### config.mk
export PLATFORM = sky130hd
export DESIGN_NAME = padport_top
export DESIGN_NICKNAME = d
export VERILOG_FILES = /design/src/rtl/padport_pkg.sv /design/src/rtl/padport_decode.sv /design/src/rtl/padport_shifter.sv /design/src/rtl/padport_top.sv
export SDC_FILE = /design/constraint.sdc
export NUM_CORES = 1
export LEC_CHECK = 0
export ABC_AREA = 1
export BUFFER_PORTS_ARGS = -buffer_cell sky130_fd_sc_hd__buf_4
export CAP_MARGIN = 20
export CORE_ASPECT_RATIO = 0.9
export CORE_MARGIN = 4
export CORE_UTILIZATION = 40
export CTS_CLUSTER_SIZE = 28
export DETAILED_ROUTE_END_ITERATION = 10
export GPL_ROUTABILITY_DRIVEN = 0
export HOLD_SLACK_MARGIN = 0.15
export PLACE_DENSITY = 0.68
export SKIP_LAST_GASP = 1
export SLEW_MARGIN = 20
export SYNTH_ARGS = -nofsm -noshare
export SYNTH_HDL_FRONTEND = slang
export SYNTH_SLANG_ARGS = --single-unit
### constraint.sdc
create_clock -name clk -period 1.3 [get_ports clk]
set_input_delay 0.13 -clock clk [delete_from_list [all_inputs] [get_ports clk]]
set_output_delay 0.13 -clock clk [all_outputs]
set_load 0.02 [all_outputs]
### src/rtl/padport_pkg.sv
package padport_pkg;
   // Serial order of the buttons; the value is the bit index within a pad vector.
   typedef enum logic [2:0] {
      KEY_A      = 3'd0,
      KEY_B      = 3'd1,
      KEY_SELECT = 3'd2,
      KEY_START  = 3'd3,
      KEY_UP     = 3'd4,
      KEY_DOWN   = 3'd5,
      KEY_LEFT   = 3'd6,
      KEY_RIGHT  = 3'd7
   } pad_key_e;

   localparam int unsigned KEYS_PER_PAD = 8;
endpackage

### src/rtl/padport_decode.sv
module padport_decode #(
   parameter int unsigned ADDR_W    = 16,
   parameter int unsigned DATA_W    = 8,
   parameter int unsigned NUM_PADS  = 2,
   parameter logic [ADDR_W-1:0] BASE_ADDR = 16'h4016
) (
   input  logic                clk,
   input  logic                rst_n,
   input  logic [ADDR_W-1:0]   bus_addr,
   input  logic                bus_rd,
   input  logic                bus_wr,
   input  logic [DATA_W-1:0]   bus_wdata,
   output logic                strobe_o,
   output logic [NUM_PADS-1:0] rd_hit_o
);
   logic strobe_q;
   logic ctl_wr;
   logic unused_wdata;

   assign ctl_wr       = bus_wr && (bus_addr == BASE_ADDR);
   assign unused_wdata = ^bus_wdata[DATA_W-1:1];

   always_ff @(posedge clk) begin
      if (!rst_n)      strobe_q <= 1'b0;
      else if (ctl_wr) strobe_q <= bus_wdata[0];
   end

   assign strobe_o = strobe_q;

   for (genvar p = 0; p < NUM_PADS; p++) begin : g_hit
      localparam logic [ADDR_W-1:0] PAD_ADDR = BASE_ADDR + ADDR_W'(p);
      assign rd_hit_o[p] = bus_rd && (bus_addr == PAD_ADDR);
   end

   AST_STROBE_FOLLOWS: assert property (@(posedge clk) disable iff (!rst_n)
      (bus_wr && bus_addr == BASE_ADDR) |=> (strobe_o == $past(bus_wdata[0])));
   AST_STROBE_KEEP: assert property (@(posedge clk) disable iff (!rst_n)
      !(bus_wr && bus_addr == BASE_ADDR) |=> $stable(strobe_o));
endmodule

### src/rtl/padport_shifter.sv
module padport_shifter #(
   parameter int unsigned BTN_W    = 8,
   parameter bit          FILL_BIT = 1'b1
) (
   input  logic             clk,
   input  logic             rst_n,
   input  logic             load_i,
   input  logic             adv_i,
   input  logic [BTN_W-1:0] live_i,
   output logic             bit_o
);
   localparam int unsigned POS_W = $clog2(BTN_W + 1);
   localparam logic [POS_W-1:0] POS_END = POS_W'(BTN_W);

   logic [BTN_W-1:0] sr_q;
   logic [POS_W-1:0] pos_q;

   always_ff @(posedge clk) begin
      if (!rst_n) begin
         sr_q  <= {BTN_W{FILL_BIT}};
         pos_q <= POS_END;
      end else if (load_i) begin
         sr_q  <= live_i;
         pos_q <= '0;
      end else if (adv_i) begin
         sr_q  <= {FILL_BIT, sr_q[BTN_W-1:1]};
         if (pos_q != POS_END) pos_q <= pos_q + 1'b1;
      end
   end

   // While loading continuously, the live first button is the answer.
   assign bit_o = load_i ? live_i[0] : sr_q[0];

   AST_POS_LIMIT: assert property (@(posedge clk) disable iff (!rst_n)
      pos_q <= POS_END);
   AST_DRAINED_FILL: assert property (@(posedge clk) disable iff (!rst_n)
      (pos_q == POS_END) |-> (sr_q == {BTN_W{FILL_BIT}}));
   AST_STROBE_NO_ADV: assert property (@(posedge clk) disable iff (!rst_n)
      load_i |=> (pos_q == '0));
   AST_ADV_STEP: assert property (@(posedge clk) disable iff (!rst_n)
      (!load_i && adv_i && pos_q != POS_END) |=> (pos_q == $past(pos_q) + 1'b1));
   AST_IDLE_HOLD: assert property (@(posedge clk) disable iff (!rst_n)
      (!load_i && !adv_i) |=> ($stable(pos_q) && $stable(sr_q)));
endmodule

### src/rtl/padport_top.sv
module padport_top
   import padport_pkg::*;
#(
   parameter int unsigned ADDR_W    = 16,
   parameter int unsigned DATA_W    = 8,
   parameter int unsigned NUM_PADS  = 2,
   parameter int unsigned BTN_W     = KEYS_PER_PAD,
   parameter logic [ADDR_W-1:0] BASE_ADDR = 16'h4016,
   parameter bit          FILL_BIT  = 1'b1,
   parameter bit          REG_OUT   = 1'b1
) (
   input  logic                      clk,
   input  logic                      rst_n,
   input  logic [ADDR_W-1:0]         bus_addr,
   input  logic                      bus_rd,
   input  logic                      bus_wr,
   input  logic [DATA_W-1:0]         bus_wdata,
   input  logic [NUM_PADS*BTN_W-1:0] pads_btn,
   output logic [DATA_W-1:0]         rd_data
);
   localparam int unsigned FIRST_KEY = int'(KEY_A);

   if (NUM_PADS < 1)        begin : g_bad_pads $error("NUM_PADS must be at least 1"); end
   if (BTN_W < 2)           begin : g_bad_btn  $error("BTN_W must be at least 2"); end
   if (DATA_W < 2)          begin : g_bad_data $error("DATA_W must be at least 2"); end
   if (FIRST_KEY != 0)      begin : g_bad_key  $error("first key must sit at bit 0"); end
   if (NUM_PADS >= (1 << ADDR_W)) begin : g_bad_addr $error("pads exceed address space"); end

   logic                strobe;
   logic [NUM_PADS-1:0] rd_hit;
   logic [NUM_PADS-1:0] pad_bit;
   logic                any_hit;
   logic [DATA_W-1:0]   rd_next;

   padport_decode #(
      .ADDR_W(ADDR_W), .DATA_W(DATA_W), .NUM_PADS(NUM_PADS), .BASE_ADDR(BASE_ADDR)
   ) u_decode (
      .clk(clk), .rst_n(rst_n), .bus_addr(bus_addr), .bus_rd(bus_rd),
      .bus_wr(bus_wr), .bus_wdata(bus_wdata), .strobe_o(strobe), .rd_hit_o(rd_hit)
   );

   for (genvar p = 0; p < NUM_PADS; p++) begin : g_pad
      padport_shifter #(.BTN_W(BTN_W), .FILL_BIT(FILL_BIT)) u_shift (
         .clk(clk), .rst_n(rst_n), .load_i(strobe), .adv_i(rd_hit[p]),
         .live_i(pads_btn[p*BTN_W +: BTN_W]), .bit_o(pad_bit[p])
      );
   end

   assign any_hit = |rd_hit;
   assign rd_next = {{(DATA_W-1){1'b0}}, |(rd_hit & pad_bit)};

   if (REG_OUT) begin : g_reg_out
      always_ff @(posedge clk) begin
         if (!rst_n)       rd_data <= '0;
         else if (any_hit) rd_data <= rd_next;
      end
   end else begin : g_comb_out
      assign rd_data = any_hit ? rd_next : '0;
   end

   AST_UPPER_ZERO: assert property (@(posedge clk) disable iff (!rst_n)
      rd_data[DATA_W-1:1] == '0);
   AST_ONE_PAD_ADV: assert property (@(posedge clk) disable iff (!rst_n)
      $onehot0(rd_hit));
   AST_MISS_HOLDS: assert property (@(posedge clk) disable iff (!rst_n)
      (REG_OUT && !(bus_rd && bus_addr >= BASE_ADDR && bus_addr < BASE_ADDR + ADDR_W'(NUM_PADS)))
      |=> $stable(rd_data));
endmodule

==> results of run 1 <==
-- repair_timing --
item	4_1_cts	5_1_grt
hold buffers	17	0
hold endpoints to repair	17	0
setup endpoints to repair	0	0
-- final timing paths --
path | from | to | slack (ns) | cells after the start
worst max-delay path | rst_n | g_pad[1].u_shift.sr_q[2]$_SDFFE_PN1P_ | 0.16 | 5
worst min-delay path | pads_btn[8] | g_pad[1].u_shift.sr_q[0]$_SDFFE_PN1P_ | 0.17 | 5
worst max register to register | u_decode.strobe_o$_SDFFE_PN0P_ | rd_data[0]$_SDFFE_PN0P_ | 0.22 | 7
worst min register to register | g_pad[0].u_shift.sr_q[4]$_SDFFE_PN1P_ | g_pad[0].u_shift.sr_q[4]$_SDFFE_PN1P_ | 0.48 | 2
-- cells in the final DEF (no fill, tap or decap), types with 2 or more instances in the layout --
master / count
a21oi_1: 15
buf_4: 40
clkbuf_4: 3
conb_1: 7
dfxtp_1: 18
dlygate4sd3_1: 17
inv_1: 12
nand2_1: 34
nand2_2: 5
nand3_1: 20
nor2_1: 13
nor2_2: 5
nor2_4: 2
o211ai_1: 2
o21ai_0: 3
-- worst max-delay path, stage by stage --
cell	delay (ns)
dlygate4sd3_1	0.54
buf_4	0.16
inv_1	0.34
a21oi_1	0.10
nand3_1	0.10
-- layout make-up --
class	instances	area [um^2]
Sequential cell	18	360.3
Multi-Input combinational cell	110	533.0
Fill cell	253	982.2
Tap cell	28	35.03
Timing Repair Buffer	57	470.5
Clock buffer	3	22.52
Inverter	15	63.81
-- stage by stage --
stage                     util, %  total power [W]
after floorplan                 -        0.0006326
after CTS                   60.19         0.001008
after global routing        60.19         0.001051
after detailed placement    52.38        0.0007043
final                       60.19         0.001003
after global placement      52.38        0.0007011
-- registers in the layout (all words and copies together) (netlist names) --
register	count
g_pad.u_shift.sr_q	16
rd_data	1
u_decode.strobe_o	1
-- metal layers --
metal  global-route usage, %  vias to the layer above  part of all wire [%]
met2                   29.45                       20                    57
met5                       0                        -                     0
met1                   17.88                      488                    39
met4                   1.818                        0                  0.23
met3                   4.138                        2                   3.2
li1                        -                      574                     -
-- power breakdown --
| group | total, W | leakage, nW | switching [W] | internal (W) |
|---|---|---|---|---|
| Clock | 0.000269 | 0.0138 | 0.000162 | 0.000108 |
| Combinational | 0.000183 | 0.625 | 0.0000701 | 0.000113 |
| Sequential | 0.000551 | 0.146 | 0.00000000660 | 0.000551 |
| Total | 0.00100 | 0.784 | 0.000232 | 0.000771 |
-- cells by family (layout without fill, tap and decap cells) --
family | Yosys count | in the layout | share of synthesized area [%]
buffers and inverters | 26 | 75 | 16.25
AOI/OAI and AO/OA | 21 | 21 | 11.31
other | 1 | 7 | 0.3607
DFF | 18 | 18 | 34.66
and+or+nand+nor | 82 | 82 | 37.43
==> reports/qor.yml, run 1 <==
grt_max_degree: 15
wl_per_cell_um: 11.12
worst_slack_ns: 0.1602
worst_setup_path_end_kind: "flop"
synthMostInstantiatedCell: "nand2_1"
yosysSeqAreaShare_pct: 34.66
final_area_mm2: 0.001485
ioPinCount: 52
fp.dieArea_mm2: 0.003480
yosysTopAreaCell: "dfxtp_1"
wl_um: 2568
ir_drop_v: 0.0006967
antenna_found_initial: 0
start_util_pct: 42.14
required_ns: 1.54
cts_tree: "yes"
hpwlAfterDp_um: 1940
worst-setup-path-type: "in -> reg"
synth-edff-count: 0
vias: 1084
nNetsFinal: 249
cts-root-buf: "clkbuf_4"
hold_viol_final: 0
fp.dieH_um: 56.37
synthArstFlopShare_pct: 0
setup_viol: 0
diodes: 0
die_w_um: 61.74
start_kind: "primary input"
rsz0062_at_grt: "no"
p_leak_nw: 0.7841
ant_nets: 0
clkSlewWorstSetupHoldPaths_ns: 0.09
period_share_pct: 87.68
grt.overflow.total: 0
portBuffers: 37
core-area_mm2: 0.002467
yosys_register_bits: 18
postCtsSetupBuffers: 0
syn_area_mm2: 0.001040
drc: 0
whs_ns: 0.1734
ys_warn_count: 0
synth_cell_types: 22
h-tree-depth: 1
rows: 17
ys_top_cells_by_count: "nand2_1, nand3_1, dfxtp_1, a21oi_1, nor2_1"
synth_area_leaders: "dfxtp_1, nand2_1, nand3_1, a21oi_1, buf_4"
place_ws_ns: 0.1090
postSynthAreaPerCell_um2: 7.025
syn_inst: 148
finalClockSkew_ns: 0.0005503
outcome: "complete, no violations"
cts_buffer_depth: 2
cts.repair.resized: 0
viasPerCell: 4.693
cp_data_arrival_time_ns: 1.38
grt_pass1_wl_um: 4312
min_path_type: "in -> reg"
fin_setup_tns_ns: 0
cts_sinks: 18
cp_max_fo: 14
insertion_delay_ns: 0.29
grtUsageTotal_pct: 15.82
slew_viol_final: 0
grt_pass1_vias: 1053
p_per_area_mw_per_mm2: 675.4
drive_above_1_share_pct: 30.05
fmax_mhz: 877.3
drtIter0Drc: 25
placed_cells: 211
instances_no_fill: 231
synth_top_area_share_pct: 34.66
firstDrtPassIters: 6
placed_area_mm2: 0.001292
syn2layout_area_growth_pct: 42.84
period_needed_ns: 1.140
numCtsBuffers: 3
ys.flop_type: "dfxtp_1"
max-cap-violations: 0
No activity file was read; power rests on OpenSTA's default activity.
==> run 2, diff against run 1 <==
==> constraint.sdc (replaced) <==
create_clock -name clk -period 1.3 [get_ports clk]
set_input_delay 0.26 -clock clk [delete_from_list [all_inputs] [get_ports clk]]
set_output_delay 0.26 -clock clk [all_outputs]
set_load 0.02 [all_outputs]
==> run 2 against run 1 <==
Effect of this change: sequential share of layout area grew 2.7 points; register-to-register slack lost 0.03 ns; clock power grew 28%; via count shrank 3.7%; hold slack gained 0.0079 ns; highest routed layer unchanged; critical path type is now reg -> reg; die area is the same; count of clock-buffer cells in the layout grew 1; combinational power shrank 23%; cell area shrank 10%; clock skew grew 0.0025 ns; critical path depth grew 2.
==> reports/qor.yml, run 2 (synthesis results as in run 1) <==
p_per_area_mw_per_mm2: 774.2  # +15%
timing.critical_path.slowest_cell_delay_ns: 0.33  # -0.21 ns
ir_drop_v: 0.0007256  # +4.2%
wl_met3_um: 109  # +31%
cts_buffer_depth: 2  # unchanged
nFillCells: 252  # -0.40%
layout_commonest_cell: "buf_4"
cts-root-buf: "clkbuf_4"
final_cell_mix: "buf_4, nand2_1, nand3_1, dfxtp_1, a21oi_1"
setup_viol: 0  # unchanged
grt_max_degree: 15  # unchanged
drtIter0Drc: 23  # -8.0%
diodes: 0  # unchanged
final_util_pct: 54.16  # -6.0 points
regArea_um2: 360.3  # unchanged
grtUsageTotal_pct: 15.48  # -0.34 points
period_share_pct: 85.15  # -2.5 points
drive_above_1_share_pct: 33.51  # +3.5 points
multi_input_area_um2: 533.0  # unchanged
ant_nets: 0  # unchanged
antenna_found_initial: 0  # unchanged
clkSlewWorstSetupHoldPaths_ns: 0.10  # about the same
wl_um: 2420  # -5.8%
min_path_type: "in -> reg"
fp.dieArea_mm2: 0.003480  # unchanged
crit_family: "simple AND/OR/NAND/NOR gates"
drc: 0  # unchanged
placed_cells: 212  # +0.47%
start_kind: "flop"
ctsHoldBuffers: 0  # -17
p_int_w: 0.0008012  # +3.9%
worst_path_max_delay_cell: "dfxtp_1"
crit_buf_inv: 1  # -2
final_area_mm2: 0.001336  # -10%
wl_per_cell_um: 11.20  # +0.78%
vias: 1044  # -3.7%
viasPerCell: 4.833  # +3.0%
rsz0062_at_grt: "no"
grt_pass1_vias: 1018  # -3.3%
max-cap-violations: 0  # unchanged
start_util_pct: 42.14  # unchanged
hold_viol_final: 0  # unchanged
core-area_mm2: 0.002467  # unchanged
rows: 17  # unchanged
path_cells: "buf_4, nand2_1, nand2_1, nand3_1, nand2_1, nor2_1, nor2_1"
portBuffers: 37  # unchanged
syn2layout_area_growth_pct: 28.52
fmax_mhz: 903.3  # +3.0%
die_w_um: 61.74  # unchanged
hpwlAfterDp_um: 1998  # +3.0%
switching_share_pct: 22.55  # -0.55 points
worst_setup_path_end_kind: "flop"
wl_met1_um: 920  # -8.9%
numCtsBuffers: 3  # unchanged
p_sw_w: 0.0002333  # +0.66%
slew_viol_final: 0  # unchanged
p_leak_nw: 0.7258  # -7.4%
cp_max_fo: 8  # -6
grt_pass1_wl_um: 4167  # -3.4%
p_comb_share_pct: 13.6  # -4.6 points
insertion_delay_ns: 0.29  # about the same
cp_data_arrival_time_ns: 1.28  # -0.10 ns
routed.top_layer: "met4"
cts_tree: "yes"
placed_area_mm2: 0.001300  # +0.58%
largest_reg_flops: 16  # unchanged
period_needed_ns: 1.107  # -0.03285 ns
postCtsSetupBuffers: 0  # unchanged
largest-register: "g_pad.u_shift.sr_q"
h-tree-depth: 1  # unchanged
cts.repair.resized: 0  # unchanged
seq_power_share_pct: 53.3  # -1.6 points
cts_sinks: 18  # unchanged
required_ns: 1.48  # -0.06 ns
instances_no_fill: 216  # -6.5%
grt.overflow.total: 0  # unchanged
path_common_cell: "nand2_1"
clock_power_share_pct: 33.1  # +6.2 points
nNetsFinal: 233  # -6.4%
ioPinCount: 52  # unchanged
outcome: "complete, no violations"
wl_met2_um: 1367  # -6.8%
fp.dieH_um: 56.37  # unchanged
firstDrtPassIters: 4  # -2
worst-setup-path-type: "reg -> reg"
finalClockSkew_ns: 0.003040  # +0.002490 ns
==> run 2: worst reg2reg max path, delay by kind of cell, from the launching register on <==
family / cells / cell delay [ns]
buffers and inverters: 1 / 0.16
flip-flops: 1 / 0.33
AND/OR/NAND/NOR: 6 / 0.50
==> run 2: metal layers <==
metal  global-route usage (%)  vias up
li1                         -      543
met1                    16.97      479
met2                    28.40       18
met3                    5.287        4
met4                    2.121        0
met5                        0        -
==> run 2: layout make-up <==
type	count	area share [%]
multi-input cells	110	39.89
well taps	28	2.622
repair buffers	41	23.03
inverters	15	4.775
flip-flops and latches	18	26.97
clock buffers	4	2.715
==> run 2: stage by stage <==
stage	TNS [ns]	hold slack (ns)	setup WS, ns	power, W
finish	0	0.1813	0.1930	0.001035
global route	0	0.1820	0.1035	0.001086
CTS	0	0.1790	0.2007	0.001044
detailed placement	-0.004418	0.4505	-0.004418	0.0007047
global placement	0	0.4423	0.01799	0.0007014
floorplan	0	0.3353	0.2136	0.0006326
==> run 2: final timing paths <==
path,endpoint,depth (start not counted),slack [ns],startpoint
max,rd_data[0]$_SDFFE_PN0P_,7,0.19,u_decode.strobe_o$_SDFFE_PN0P_
min,g_pad[1].u_shift.sr_q[7]$_SDFFE_PN1P_,3,0.18,pads_btn[15]
max reg2reg,rd_data[0]$_SDFFE_PN0P_,7,0.19,u_decode.strobe_o$_SDFFE_PN0P_
min reg2reg,g_pad[0].u_shift.sr_q[3]$_SDFFE_PN1P_,2,0.47,g_pad[0].u_shift.sr_q[3]$_SDFFE_PN1P_
==> run 2: power by group through the flow <==
stage / Clock [W] / Combinational [W] / Sequential (W)
final: 0.000343 / 0.000141 / 0.000551
after global routing: 0.000380 / 0.000154 / 0.000551
after CTS: 0.000351 / 0.000142 / 0.000551
after detailed placement: 0 / 0.000141 / 0.000564
after global placement: 0 / 0.000138 / 0.000564
after floorplan: 0 / 0.0000688 / 0.000564
==> run 3, diff against run 2 <==
--- a/config.mk
+++ b/config.mk
@@ -15,9 +15,10 @@
 export DETAILED_ROUTE_END_ITERATION = 10
 export GPL_ROUTABILITY_DRIVEN = 0
 export HOLD_SLACK_MARGIN = 0.15
-export PLACE_DENSITY = 0.68
+export PLACE_DENSITY = 0.69
 export SKIP_LAST_GASP = 1
 export SLEW_MARGIN = 20
 export SYNTH_ARGS = -nofsm -noshare
 export SYNTH_HDL_FRONTEND = slang
+export SYNTH_HIERARCHICAL = 1
 export SYNTH_SLANG_ARGS = --single-unit
==> run 3 against run 2 <==
Effect of this change: global-route usage down 0.49 points; hold slack worse by 0.0057 ns; fmax down 0.91%; cell area about the same; clock power down 21%; routed wire length down 6.2%; largest cell class unchanged.
==> reports/qor.yml, run 3 <==
outcome: "complete, no violations"
h-tree-depth: 1  # unchanged
ir_drop_v: 0.0005440  # -25%
synthArstFlopShare_pct: 0  # unchanged
grt_max_degree: 12  # -3
seq_power_share_pct: 57.2  # +3.9 points
place_ws_ns: -0.1145  # -0.1101 ns
diodes: 0  # unchanged
portBuffers: 37  # unchanged
worst_setup_path_end_kind: "flop"
syn2layout_area_growth_pct: 33.21
finalClockSkew_ns: 0.007324  # +0.004283 ns
ctsHoldBuffers: 0  # unchanged
setup_viol: 0  # unchanged
start_util_pct: 43.91  # +1.8 points
worst_path_max_delay_cell: "and3_1"
cts_tree: "yes"
viasPerCell: 4.722  # -2.3%
ys_top_cells_by_count: "nand2_1, nand3_1, dfxtp_1, a21oi_1, inv_1"
grt_pass1_vias: 1001  # -1.7%
final_cell_mix: "buf_4, nand2_1, nand3_1, dfxtp_1, a21oi_1"
drtIter0Drc: 46  # +100%
cts_sinks: 18  # unchanged
numCtsBuffers: 3  # unchanged
postCtsSetupBuffers: 0  # unchanged
clkSlewWorstSetupHoldPaths_ns: 0.10  # about the same
postSynthAreaPerCell_um2: 6.912  # -1.6%
cts-root-buf: "clkbuf_4"
syn_area_mm2: 0.001002  # -3.6%
ys.flop_type: "dfxtp_1"
drive_above_1_share_pct: 32.80  # -0.71 points
period_share_pct: 85.93  # +0.78 points
p_leak_nw: 0.6878  # -5.2%
fp.dieArea_mm2: 0.003371  # -3.1%
cp_data_arrival_time_ns: 1.35  # +0.07 ns
drc: 0  # unchanged
hpwlAfterDp_um: 1837  # -8.0%
p_int_w: 0.0007390  # -7.8%
slew_viol_final: 0  # unchanged
yosys_register_bits: 18  # unchanged
rows: 16  # -1
grt.overflow.total: 0  # unchanged
synth-edff-count: 0  # unchanged
max-cap-violations: 0  # unchanged
syn_inst: 145  # -2.0%
p_per_area_mw_per_mm2: 721.4  # -6.8%
timing.critical_path.slowest_cell_delay_ns: 0.31  # -0.02 ns
insertion_delay_ns: 0.29  # about the same
largest-register: "g_pad.u_shift/sr_q"
synthMostInstantiatedCell: "nand2_1"
yosysSeqAreaShare_pct: 35.96  # +1.3 points
worst-setup-path-type: "in -> reg"
min_path_type: "in -> reg"
whs_ns: 0.1756  # -0.005698 ns
fmax_mhz: 895.2  # -0.91%
cp_max_fo: 5  # -3
antenna_found_initial: 0  # unchanged
vias: 1020  # -2.3%
worst_slack_ns: 0.1829  # -0.01013 ns
die_w_um: 60.76  # -1.6%
synth_area_leaders: "dfxtp_1, nand3_1, nand2_1, a21oi_1, buf_4"
wl_per_cell_um: 10.50  # -6.2%
nFillCells: 215  # -15%
yosysTopAreaCell: "dfxtp_1"
ys_warn_count: 6  # +6
hold_viol_final: 0  # unchanged
cts_buffer_depth: 2  # unchanged
wl_um: 2269  # -6.2%
ioPinCount: 52  # unchanged
start_kind: "primary input"
switching_share_pct: 23.27  # +0.71 points
rsz0062_at_grt: "no"
grt_pass1_wl_um: 4022  # -3.5%
path_cells: "buf_4, nor2_1, nand2_1, nor2_2, and3_1, buf_4, nand3_1, nand3_1"
p_sw_w: 0.0002241  # -4.0%
ant_nets: 0  # unchanged
layout_commonest_cell: "buf_4"
period_needed_ns: 1.117  # +0.01013 ns
synth_top_area_share_pct: 35.96  # +1.3 points
fp.dieH_um: 55.49  # -1.6%
required_ns: 1.53  # +0.05 ns
cts.repair.resized: 0  # unchanged
nNetsFinal: 235  # +0.86%
largest_reg_flops: 16  # unchanged
synth_cell_types: 18  # -18%
clock_power_share_pct: 28.3  # -4.8 points
firstDrtPassIters: 4  # unchanged
p_comb_share_pct: 14.5  # +0.9 points
grtUsageTotal_pct: 14.99  # -0.49 points
core-area_mm2: 0.002282  # -7.5%
## run 3: cell count changes after synthesis, sizes merged, moves of 2 or more
cell    previous run  this run
a21oi             15        17
nor2              20        14
o211ai             3         0
buf                8        11
nand2             40        34
nand3             21        29
clkbuf             3         0
## run 3: worst paths after layout
| check | endpoint | cells past startpoint | from | slack (ns) |
|---|---|---|---|---|
| worst max-delay path | g_pad[0].u_shift/sr_q[1]$_SDFFE_PN1P_ | 8 | bus_addr[11] | 0.18 |
| worst min-delay path | g_pad[1].u_shift/sr_q[3]$_SDFFE_PN1P_ | 3 | pads_btn[11] | 0.18 |
| worst max register to register | g_pad[0].u_shift/sr_q[2]$_SDFFE_PN1P_ | 4 | u_decode/strobe_o$_SDFFE_PN0P_ | 0.24 |
| worst min register to register | g_pad[1].u_shift/sr_q[1]$_SDFFE_PN1P_ | 2 | g_pad[1].u_shift/sr_q[1]$_SDFFE_PN1P_ | 0.48 |
## run 3: cell type report
class	count	area [um^2]	share of cell area, %
tap	27	33.78	2.530
timing repair buffer	46	345.3	25.87
clock buffer	3	22.52	1.687
multi-input combinational	107	516.7	38.71
inverter	15	56.30	4.217
sequential	18	360.3	26.99
## run 3: routing by layer
layer / global-route usage [%] / wire length [um] / up-vias
met5: 0 / 0 / -
met4: 1.858 / 9 / 0
met3: 4.196 / 135 / 2
met2: 27.63 / 1173 / 25
met1: 16.99 / 950 / 444
li1: - / - / 549
## run 3: power by group through the flow
stage          Combinational, W  Sequential [W]  Clock [W]
2_1_floorplan         0.0000651        0.000564          0
3_3_place_gp           0.000136        0.000564          0
3_5_place_dp           0.000139        0.000564          0
4_1_cts                0.000140        0.000551   0.000289
5_1_grt                0.000155        0.000551   0.000304
6_report               0.000140        0.000551   0.000272
## run 3: worst max-delay path, delay by kind of cell
kind / cells / cell delay [ns]
and+or+nand+nor: 6 / 0.78
buffers and inverters: 2 / 0.30
## run 3: stage by stage
stage          util [%]  total power (W)  instance area (um^2)  cells  TNS (ns)
6_report          58.50        0.0009631                  1335    216         0
5_1_grt           58.50         0.001010                  1335    216         0
3_5_place_dp      57.51        0.0007030                  1313    213    -1.308
3_3_place_gp      57.51        0.0007002                  1313    213    -1.103
2_1_floorplan         -        0.0006288                  1031    151         0
4_1_cts           58.50        0.0009798                  1335    216         0
## run 3: cells by family after synthesis
logic type             Yosys count  share of synthesized area [%]
buffers and inverters           26                          15.36
other                            1                         0.3742
AO/OA/AOI/OAI                   19                          10.61
AND/OR/NAND/NOR                 81                          37.70
flip-flops                      18                          35.96
